$ cat src/rtl/irq_vec_pkg.sv
// Package: shared source codes, mode codes and fixed addresses for the
// interrupt vector unit. Assumes a 32-bit target address space.
package irq_vec_pkg;

    localparam int NUM_MASK  = 4;
    localparam int ADDR_W    = 32;
    localparam int SRC_W     = 3;

    // Source codes; the numeric order is the priority order (0 highest).
    typedef enum logic [SRC_W-1:0] {
        SRC_TRAP = 3'd0,
        SRC_NMI  = 3'd1,
        SRC_INT0 = 3'd2,
        SRC_INT1 = 3'd3,
        SRC_INT2 = 3'd4,
        SRC_INT3 = 3'd5
    } irq_src_e;

    // Modes of the first maskable input.
    typedef enum logic [1:0] {
        IM_BUS_INSTR = 2'd0,
        IM_FIXED     = 2'd1,
        IM_BYTE_VEC  = 2'd2,
        IM_WORD_VEC  = 2'd3
    } int0_mode_e;

    localparam logic [ADDR_W-1:0] TRAP_TARGET = 32'h0000_0000;
    localparam logic [ADDR_W-1:0] NMI_TARGET  = 32'h0000_0066;
    localparam logic [ADDR_W-1:0] IM1_TARGET  = 32'h0000_0038;

endpackage

$ cat src/rtl/irq_sync.sv
// Module: irq_sync
// Multi-stage synchronizer for a bundle of asynchronous request lines.
// Assumes each bit is independent; RST_VAL is the idle level of the lines.
module irq_sync #(
    parameter int           WIDTH   = 1,
    parameter int           STAGES  = 2,
    parameter logic [WIDTH-1:0] RST_VAL = '1
) (
    input  logic             clk,
    input  logic             rst_n,
    input  logic [WIDTH-1:0] d,
    output logic [WIDTH-1:0] q
);
    logic [WIDTH-1:0] stage_q [STAGES];

    for (genvar s = 0; s < STAGES; s++) begin : g_stage
        if (s == 0) begin : g_first
            // First stage captures the raw asynchronous level.
            always_ff @(posedge clk) begin
                if (!rst_n) stage_q[0] <= RST_VAL;
                else        stage_q[0] <= d;
            end
        end else begin : g_next
            // Later stages shift the sampled level on.
            always_ff @(posedge clk) begin
                if (!rst_n) stage_q[s] <= RST_VAL;
                else        stage_q[s] <= stage_q[s-1];
            end
        end
    end

    assign q = stage_q[STAGES-1];
endmodule

$ cat src/rtl/irq_arbiter.sv
// Module: irq_arbiter
// Fixed-priority selection among trap, NMI and the enabled maskable inputs.
// Assumes all inputs are already synchronous and active high.
module irq_arbiter
    import irq_vec_pkg::*;
#(
    parameter int N_MASK = NUM_MASK
) (
    input  logic              trap_pend,
    input  logic              nmi_pend,
    input  logic [N_MASK-1:0] int_act,
    input  logic [N_MASK-1:0] int_en,
    input  logic              glob_en,
    output logic              any_req,
    output irq_src_e          winner
);
    logic [N_MASK-1:0] int_ok;

    // Maskable request survives only with its own enable and the global one.
    always_comb int_ok = int_act & int_en & {N_MASK{glob_en}};

    // Pick the highest-priority request; lower maskable index wins.
    always_comb begin
        winner  = SRC_TRAP;
        any_req = 1'b1;
        if (trap_pend) begin
            winner = SRC_TRAP;
        end else if (nmi_pend) begin
            winner = SRC_NMI;
        end else begin
            any_req = 1'b0;
            for (int i = N_MASK - 1; i >= 0; i--) begin
                if (int_ok[i]) begin
                    winner  = irq_src_e'(SRC_W'(int'(SRC_INT0) + i));
                    any_req = 1'b1;
                end
            end
        end
    end
endmodule

$ cat src/rtl/irq_vecgen.sv
// Module: irq_vecgen
// Computes the target/table address and its qualifiers for a chosen source.
// Assumes the page base arrives as its seven significant bits.
module irq_vecgen
    import irq_vec_pkg::*;
#(
    parameter int ASSOC_STEP = 4,
    parameter int N_ASSOC    = 3
) (
    input  irq_src_e      src,
    input  logic [1:0]    mode,
    input  logic [23:0]   ireg,
    input  logic [6:0]    page_hi,
    input  logic [15:0]   ack_vec,
    output logic [ADDR_W-1:0] addr,
    output logic          fetch,
    output logic          exec_bus
);
    logic [ADDR_W-1:0] assoc_addr [N_ASSOC];

    for (genvar g = 0; g < N_ASSOC; g++) begin : g_assoc
        // Fixed-offset table entry inside the selected page.
        assign assoc_addr[g] = {ireg[23:8], page_hi, 1'b0, 8'(g * ASSOC_STEP)};
    end

    // Select the address form for the source and, for INT0, its mode.
    always_comb begin
        addr     = '0;
        fetch    = 1'b0;
        exec_bus = 1'b0;
        unique case (src)
            SRC_TRAP: addr = TRAP_TARGET;
            SRC_NMI:  addr = NMI_TARGET;
            SRC_INT0: begin
                unique case (int0_mode_e'(mode))
                    IM_BUS_INSTR: exec_bus = 1'b1;
                    IM_FIXED:     addr = IM1_TARGET;
                    IM_BYTE_VEC: begin
                        addr  = {ireg, ack_vec[7:0]};
                        fetch = 1'b1;
                    end
                    IM_WORD_VEC: begin
                        addr  = {ireg[23:8], ack_vec};
                        fetch = 1'b1;
                    end
                    default: addr = '0;
                endcase
            end
            SRC_INT1: begin addr = assoc_addr[0]; fetch = 1'b1; end
            SRC_INT2: begin addr = assoc_addr[1]; fetch = 1'b1; end
            SRC_INT3: begin addr = assoc_addr[2]; fetch = 1'b1; end
            default:  addr = '0;
        endcase
    end
endmodule

$ cat src/rtl/irq_vector_unit.sv
// Module: irq_vector_unit (top)
// Collects trap, NMI and four maskable requests and holds the enables.
// On each acknowledge it latches one grant with its target address until
// the core signals done. Assumes trap_req is synchronous to clk and the
// pins nmi_n/int_n are asynchronous.
module irq_vector_unit
    import irq_vec_pkg::*;
#(
    parameter int SYNC_STAGES = 2,
    parameter logic [NUM_MASK-1:0] IER_RESET = 4'b0001
) (
    input  logic        clk,
    input  logic        rst_n,
    input  logic        trap_req,
    input  logic        nmi_n,
    input  logic [3:0]  int_n,
    input  logic [1:0]  im_mode,
    input  logic [23:0] ireg,
    input  logic [15:0] ack_vec,
    input  logic        ier_we,
    input  logic [3:0]  ier_wdata,
    input  logic        avb_we,
    input  logic [7:0]  avb_wdata,
    input  logic        gie_set,
    input  logic        gie_clr,
    input  logic        ack,
    input  logic        ack_done,
    output logic        irq_req,
    output logic        grant_valid,
    output logic [2:0]  grant_src,
    output logic [31:0] vec_addr,
    output logic        vec_fetch,
    output logic        vec_exec_bus,
    output logic        gie,
    output logic        nmi_saved_ie,
    output logic [3:0]  ier_q,
    output logic [7:0]  avb_q
);
    localparam int PIN_W = NUM_MASK + 1;

    logic [PIN_W-1:0] pins_s;
    logic             nmi_s, nmi_prev, nmi_fall;
    logic [NUM_MASK-1:0] int_act;
    logic             trap_pend, nmi_pend;
    logic [6:0]       page_hi;
    logic             any_req, take;
    irq_src_e         winner, grant_src_q;
    logic [ADDR_W-1:0] next_addr;
    logic             next_fetch, next_exec;

    irq_sync #(
        .WIDTH  (PIN_W),
        .STAGES (SYNC_STAGES),
        .RST_VAL({PIN_W{1'b1}})
    ) u_sync (
        .clk  (clk),
        .rst_n(rst_n),
        .d    ({nmi_n, int_n}),
        .q    (pins_s)
    );

    assign nmi_s    = pins_s[PIN_W-1];
    assign int_act  = ~pins_s[NUM_MASK-1:0];
    assign nmi_fall = nmi_prev & ~nmi_s;

    // Remember the previous synchronized NMI level for edge detection.
    always_ff @(posedge clk) begin
        if (!rst_n) nmi_prev <= 1'b1;
        else        nmi_prev <= nmi_s;
    end

    irq_arbiter #(.N_MASK(NUM_MASK)) u_arb (
        .trap_pend(trap_pend),
        .nmi_pend (nmi_pend),
        .int_act  (int_act),
        .int_en   (ier_q),
        .glob_en  (gie),
        .any_req  (any_req),
        .winner   (winner)
    );

    irq_vecgen #(.ASSOC_STEP(4), .N_ASSOC(3)) u_vec (
        .src     (winner),
        .mode    (im_mode),
        .ireg    (ireg),
        .page_hi (page_hi),
        .ack_vec (ack_vec),
        .addr    (next_addr),
        .fetch   (next_fetch),
        .exec_bus(next_exec)
    );

    assign irq_req = any_req;
    assign take    = ack && !grant_valid && any_req;

    // Trap pending flag: set by the core, cleared when the trap is granted.
    always_ff @(posedge clk) begin
        if (!rst_n) trap_pend <= 1'b0;
        else        trap_pend <= (trap_pend && !(take && winner == SRC_TRAP)) || trap_req;
    end

    // NMI pending flag: set by a falling edge, cleared when the NMI is granted.
    always_ff @(posedge clk) begin
        if (!rst_n) nmi_pend <= 1'b0;
        else        nmi_pend <= (nmi_pend && !(take && winner == SRC_NMI)) || nmi_fall;
    end

    // Per-input enable register.
    always_ff @(posedge clk) begin
        if (!rst_n)      ier_q <= IER_RESET;
        else if (ier_we) ier_q <= ier_wdata;
    end

    // Vector page base; only the seven upper bits are stored.
    always_ff @(posedge clk) begin
        if (!rst_n)      page_hi <= '0;
        else if (avb_we) page_hi <= avb_wdata[7:1];
    end

    assign avb_q = {page_hi, 1'b0};

    // Global enable and NMI save; acceptance outranks set and clear commands.
    always_ff @(posedge clk) begin
        if (!rst_n) begin
            gie          <= 1'b0;
            nmi_saved_ie <= 1'b0;
        end else if (take && winner == SRC_NMI) begin
            nmi_saved_ie <= gie;
            gie          <= 1'b0;
        end else if (take && winner != SRC_TRAP) begin
            gie <= 1'b0;
        end else if (gie_clr) begin
            gie <= 1'b0;
        end else if (gie_set) begin
            gie <= 1'b1;
        end
    end

    // Grant register: loaded on an accepted acknowledge, released by done.
    always_ff @(posedge clk) begin
        if (!rst_n) begin
            grant_valid  <= 1'b0;
            grant_src_q  <= SRC_TRAP;
            vec_addr     <= '0;
            vec_fetch    <= 1'b0;
            vec_exec_bus <= 1'b0;
        end else if (take) begin
            grant_valid  <= 1'b1;
            grant_src_q  <= winner;
            vec_addr     <= next_addr;
            vec_fetch    <= next_fetch;
            vec_exec_bus <= next_exec;
        end else if (grant_valid && ack_done) begin
            grant_valid <= 1'b0;
        end
    end

    assign grant_src = grant_src_q;
endmodule

$ cat config.mk
export PLATFORM = sky130hd
export DESIGN_NAME = irq_vector_unit
export DESIGN_NICKNAME = d
export VERILOG_FILES = /design/src/rtl/irq_vec_pkg.sv /design/src/rtl/irq_sync.sv /design/src/rtl/irq_arbiter.sv /design/src/rtl/irq_vecgen.sv /design/src/rtl/irq_vector_unit.sv
export SDC_FILE = /design/constraint.sdc
export NUM_CORES = 1
export LEC_CHECK = 0
export BUFFER_PORTS_ARGS = -buffer_cell sky130_fd_sc_hd__buf_2
export CORE_UTILIZATION = 28
export DETAILED_ROUTE_END_ITERATION = 8
export SLEW_MARGIN = 20
export SYNTH_ARGS = -nofsm -noshare
export SYNTH_HDL_FRONTEND = slang
export SYNTH_SLANG_ARGS = --single-unit
$ cat constraint.sdc
create_clock -name clk -period 2.1 [get_ports clk]
set_input_delay 0.315 -clock clk [delete_from_list [all_inputs] [get_ports clk]]
set_output_delay 0.315 -clock clk [all_outputs]
set_load 0.1 [all_outputs]
; ---- Word-level counts from Yosys, hierarchy flattened
; Memories as Yosys holds them, arrays and structs flattened.
; Index checks and enable logic that the tools add are counted.
[totals]
register_bits = 54
n_memories = 1
ramBits = 10
output_inout_bits = 53
in_bits = 68
elab_cells = 73
[classes]
bitwise = 8
eq_ne = 8
reduce_logical = 20
mux = 24
[mem_list]
columns = memory, words, width, read_ports, rd_clocked_by_memory_dff, wr, line
row1 = u_sync.stage_q, 2, 5, 2, 0, 2, irq_sync.sv:14  ; logic [WIDTH-1:0] stage_q [STAGES];
[op_table]
columns = cell, count
row1 = one-hot mux 32 bit (5 select lines), 1
row2 = one-hot mux 32 bit (3 select lines), 1
row3 = 2-to-1 mux 3 bit, 6
row4 = 2-to-1 mux 1 bit, 13
row5 = 2-to-1 mux 5 bit, 2
row6 = AND 4 bit, 2
row7 = logical AND 1 bit, 8
row8 = "== test 3 x 2 -> 1 bit, second input constant", 2
row9 = "== test 3 bit, second input constant", 2
row10 = "== test 2 bit, second input constant", 2
row11 = NOT 4 bit, 1
row12 = OR reduction 4 bit, 1
row13 = "== test 3 x 1 -> 1 bit, second input constant", 1
row14 = logical NOT 1 bit, 3
row15 = logical NOT 3 bit, 1
row16 = nonzero test 3 bit, 1
row17 = OR reduction 3 bit, 1
row18 = "== test 2 x 1 -> 1 bit, second input constant", 1
row19 = logical NOT 2 bit, 1
row20 = logical OR 1 bit, 2
row21 = NOT 1 bit, 2
row22 = bitwise OR 1 bit, 2
row23 = one-hot mux 1 bit (2 select lines), 1
row24 = nonzero test 2 bit, 1
row25 = 2 further kinds, 2

; ---- Depth between registers and ports, before layout
; An unclocked memory read counts as a cell.
[depth]
word_depth = 15
ltp_mapped = 7
mapped_depth_nobuf = 4

; ---- By module
; From an unflattened synthesis, not the netlist that was laid out.
[hier_totals]
hier_cells = 324
hier_area_um2 = 2841.5
[by_module_without_submodules]
columns = mod, area_per_inst_um2, instances, seq_area_each_um2, cells_each
row1 = irq_vector_unit, 2043.2, 1, 1081.0, 228
row2 = irq_vecgen, 449.2, 1, 0.0, 63
row3 = irq_sync, 262.8, 1, 200.2, 20
row4 = irq_arbiter, 86.3, 1, 0.0, 13

; ---- Least setup slack after synthesis
; Ideal clock, no wire load.
[synth_path]
path_type = register -> output
start = register ier_q[3]
end = output port irq_req
path_stages_with_launch = 5
t_arrival_ps = 2620
slack_ps = -835
cell_sequence = dfxtp_1 -> nand2b_1 -> a41oi_1 -> buf_2 -> nand2b_1
[synth_via]
elab_chain_len = 8
[synth_lines]
columns = element, line
row1 = "start, declared", irq_vector_unit.sv:36  ; output logic [3:0] ier_q,
row2 = "start signal, assigned", irq_vector_unit.sv:111  ; else if (ier_we) ier_q <= ier_wdata;
row3 = AND 4 bit (2 in a row), irq_arbiter.sv:20  ; always_comb int_ok = int_act & int_en & {N_MASK{glob_en}};
row4 = 2-to-1 mux 1 bit (4 in a row), irq_arbiter.sv:33  ; if (int_ok[i]) begin
row5 = 2-to-1 mux 1 bit, irq_arbiter.sv:28  ; end else if (nmi_pend) begin
row6 = 2-to-1 mux 1 bit, irq_arbiter.sv:26  ; if (trap_pend) begin
row7 = "end, declared", irq_vector_unit.sv:28  ; output logic irq_req,
; Every way passes these cells.

==> reports/metrics.yaml <==
status: "finished, final reports clean"
rsz0062_at_grt: "no"
synth_nets: 351
cts_hold_buf: 0
drive_above_1_share_pct: 40.3
die_x_um: 100
synthArstFlopShare_pct: 0
placed_area_um2: 3450
fin_util_pct: 39.2
syn_area_per_cell_um2: 9.55
internal_power_mw: 1.95
clock_path_buffers: 2
clk_transition_reported_paths_ns: 0.07
setup_viol: 0
sw_frac_of_total_pct: 30.5
power_mw: 2.80
die-area_um2: 10000
placementRows: 35
drt_iter0_markers: 75
power_density_nw_per_um2: 771
synth.distinct_cells: 42
grt_overflow: 0
grt_max_degree: 27
hold_path.class: "in2reg"
nets: 463
end_kind: "primary output"
final_area_um2: 3630
synth_compound_area_share_pct: 19.0
startpoint_type: "register"
grt.total_usage_pct: 14.7
routed_via_density: 4.70
yosys.area_share.simple_pct: 19.9
io_pins: 121
p_switching_mw: 0.856
clk_latency_ns: 0.34
slew_viol_final: 0
root_buffer: "clkbuf_8"
clock_power_share_pct: 36.0
core_um2: 9280
io_buffers: 118
synth-xor-area-share_pct: 0
yosys_warnings: 0
synth_top_family_by_area: "simple AND/OR/NAND/NOR gates"
post-route-period-util_pct: 91.9
antenna_cells: 0
post-cts-setup-buffers: 0
antenna_left: 0
maxCapViolCount: 0
synth-seq-cells: 64
start_util_pct: 29.1
relSlewSlack_pct: 51.5
drcViolationCount: 0
power.leakage_nw: 1.60
first_pass_iters: 4
wl_per_cell_um: 13.8
antenna_found_initial: 0
synth_area_um2: 2700
via_count: 2485
power_frac_seq_pct: 45.7
final_common_cell: "buf_2"
crit_type: "reg2out"
finalWeightedCongestion: 0.816
cp_max_fo: 6
period_needed_ns: 1.93
grt_pass1_wl_mm: 11.4
cts_resized: 0
arrival_ns: 1.61
cts_sinks: 64
hold_violations: 0
combPwrFrac_pct: 18.4
dominantRegCellSynth: "dfxtp_1"
mostFrequentLayoutCells: "buf_2 (117), dfxtp_1 (59), nand2_1 (28), o21ai_1 (19), nand2b_1 (18)"
worst_ep_required_time_ns: 1.78
syn_inst: 283
area_growth_pct: 34.6
numCtsBuffers: 9
grt_pass1_vias: 2375
setup_tns_ns: 0
clock_skew_ns: 0.00784
synth_mux_area_share_pct: 8.89
h-tree-depth: 3
worstMarginPinSlew_ns: 0.722
ir_drop_mv: 0.276
hpwl_mm: 5.35
yosysSeqAreaShare_pct: 47.4
drt-total-wl_mm: 7.31
die_y_um: 100
synth_enable_flop_cells: 0
timing.hold.ws_ns: 0.157
max_freq_mhz: 518
synthAdderAreaFrac_pct: 0
cts_tree: "yes"
## critical path, stage by stage, from the launching register on
cell	delay (ns)
dfxtp_1	0.30
nand2b_1	0.26
a41oi_2	0.36
nand2b_4	0.20
buf_12	0.17
## state kept, by name (all words and copies together), names as in the netlist
register and flops:
vec_fetch 1, nmi_saved_ie 1, u_sync.stage_q 10, gie 1, trap_pend 1, nmi_prev 1
nmi_pend 1, grant_valid 1, vec_exec_bus 1, page_hi 7, ier_q 4, grant_src 3
vec_addr 32
## cells by family after synthesis
kind of cell | after synthesis
DFF | 64
buffers and inverters | 28
muxes | 23
other | 1
AOI/OAI and AO/OA | 69
and+or+nand+nor | 98
## through the flow
stage          instances  worst slack (ns)
6_report             529             0.170
5_1_grt              529            0.0614
4_1_cts              529             0.144
3_5_place_dp         513             0.319
3_3_place_gp         513             0.346
2_1_floorplan        283            0.0153
## power groups by stage
| stage | Combinational [mW] | Clock, mW | Sequential (mW) |
|---|---|---|---|
| finish | 0.515 | 1.01 | 1.28 |
| CTS | 0.516 | 1.05 | 1.28 |
| floorplan | 0.202 | 0 | 1.47 |
| detailed placement | 0.514 | 0 | 1.31 |
| global placement | 0.511 | 0 | 1.31 |
| global route | 0.544 | 1.10 | 1.28 |
## metal layers
| layer | global-route usage (%) | vias to the layer above | routed length, µm |
|---|---|---|---|
| li1 | - | 1242 | - |
| met1 | 19.0 | 1130 | 3400 |
| met2 | 22.7 | 100 | 3230 |
| met3 | 4.87 | 13 | 545 |
| met4 | 5.57 | 0 | 145 |
| met5 | 0 | - | 0 |
## cell usage after synthesis (2+ instances only)
cell type	count	area, µm²
a211oi_1	2	15.0
buf_2	11	55.1
clkbuf_1	10	37.5
mux2_2	8	90.1
nand3_1	5	25.0
inv_1	3	11.3
and2_1	2	12.5
nand2b_1	19	119
nor2b_1	16	100
a21boi_0	3	22.5
buf_1	2	7.51
o21ai_1	19	95.1
a21oi_1	5	25.0
o21ai_0	3	15.0
dfxtp_1	64	1280
o2bb2ai_1	9	78.8
a32o_1	3	30.0
nand2_1	28	105
mux2i_1	15	150
o21a_1	2	15.0
nor2_1	5	18.8
nand4_1	17	106
buf_4	2	15.0
and3_1	2	12.5
o221a_1	3	33.8
a22oi_1	9	67.6
## layout make-up
| class | instances | area (µm²) |
|---|---|---|
| clock buffer | 10 | 128 |
| clock inverter | 6 | 60.1 |
| fill | 963 | 5650 |
| inverter | 3 | 11.3 |
| multi-input combinational | 191 | 1310 |
| sequential | 64 | 1290 |
| tap | 129 | 161 |
| timing repair buffer | 126 | 678 |
## final timing paths
kind                         from              endpoint  slack, ns  cells after the start
max reg2reg  u_sync.stage_q[1][1]           vec_addr[2]       0.32                      4
min reg2reg  u_sync.stage_q[0][4]  u_sync.stage_q[1][4]       0.41                      1
max          u_sync.stage_q[1][3]               irq_req       0.17                      4
min                      int_n[1]  u_sync.stage_q[0][1]       0.16                      2
Note: power is estimated with default switching activity, not from simulation.
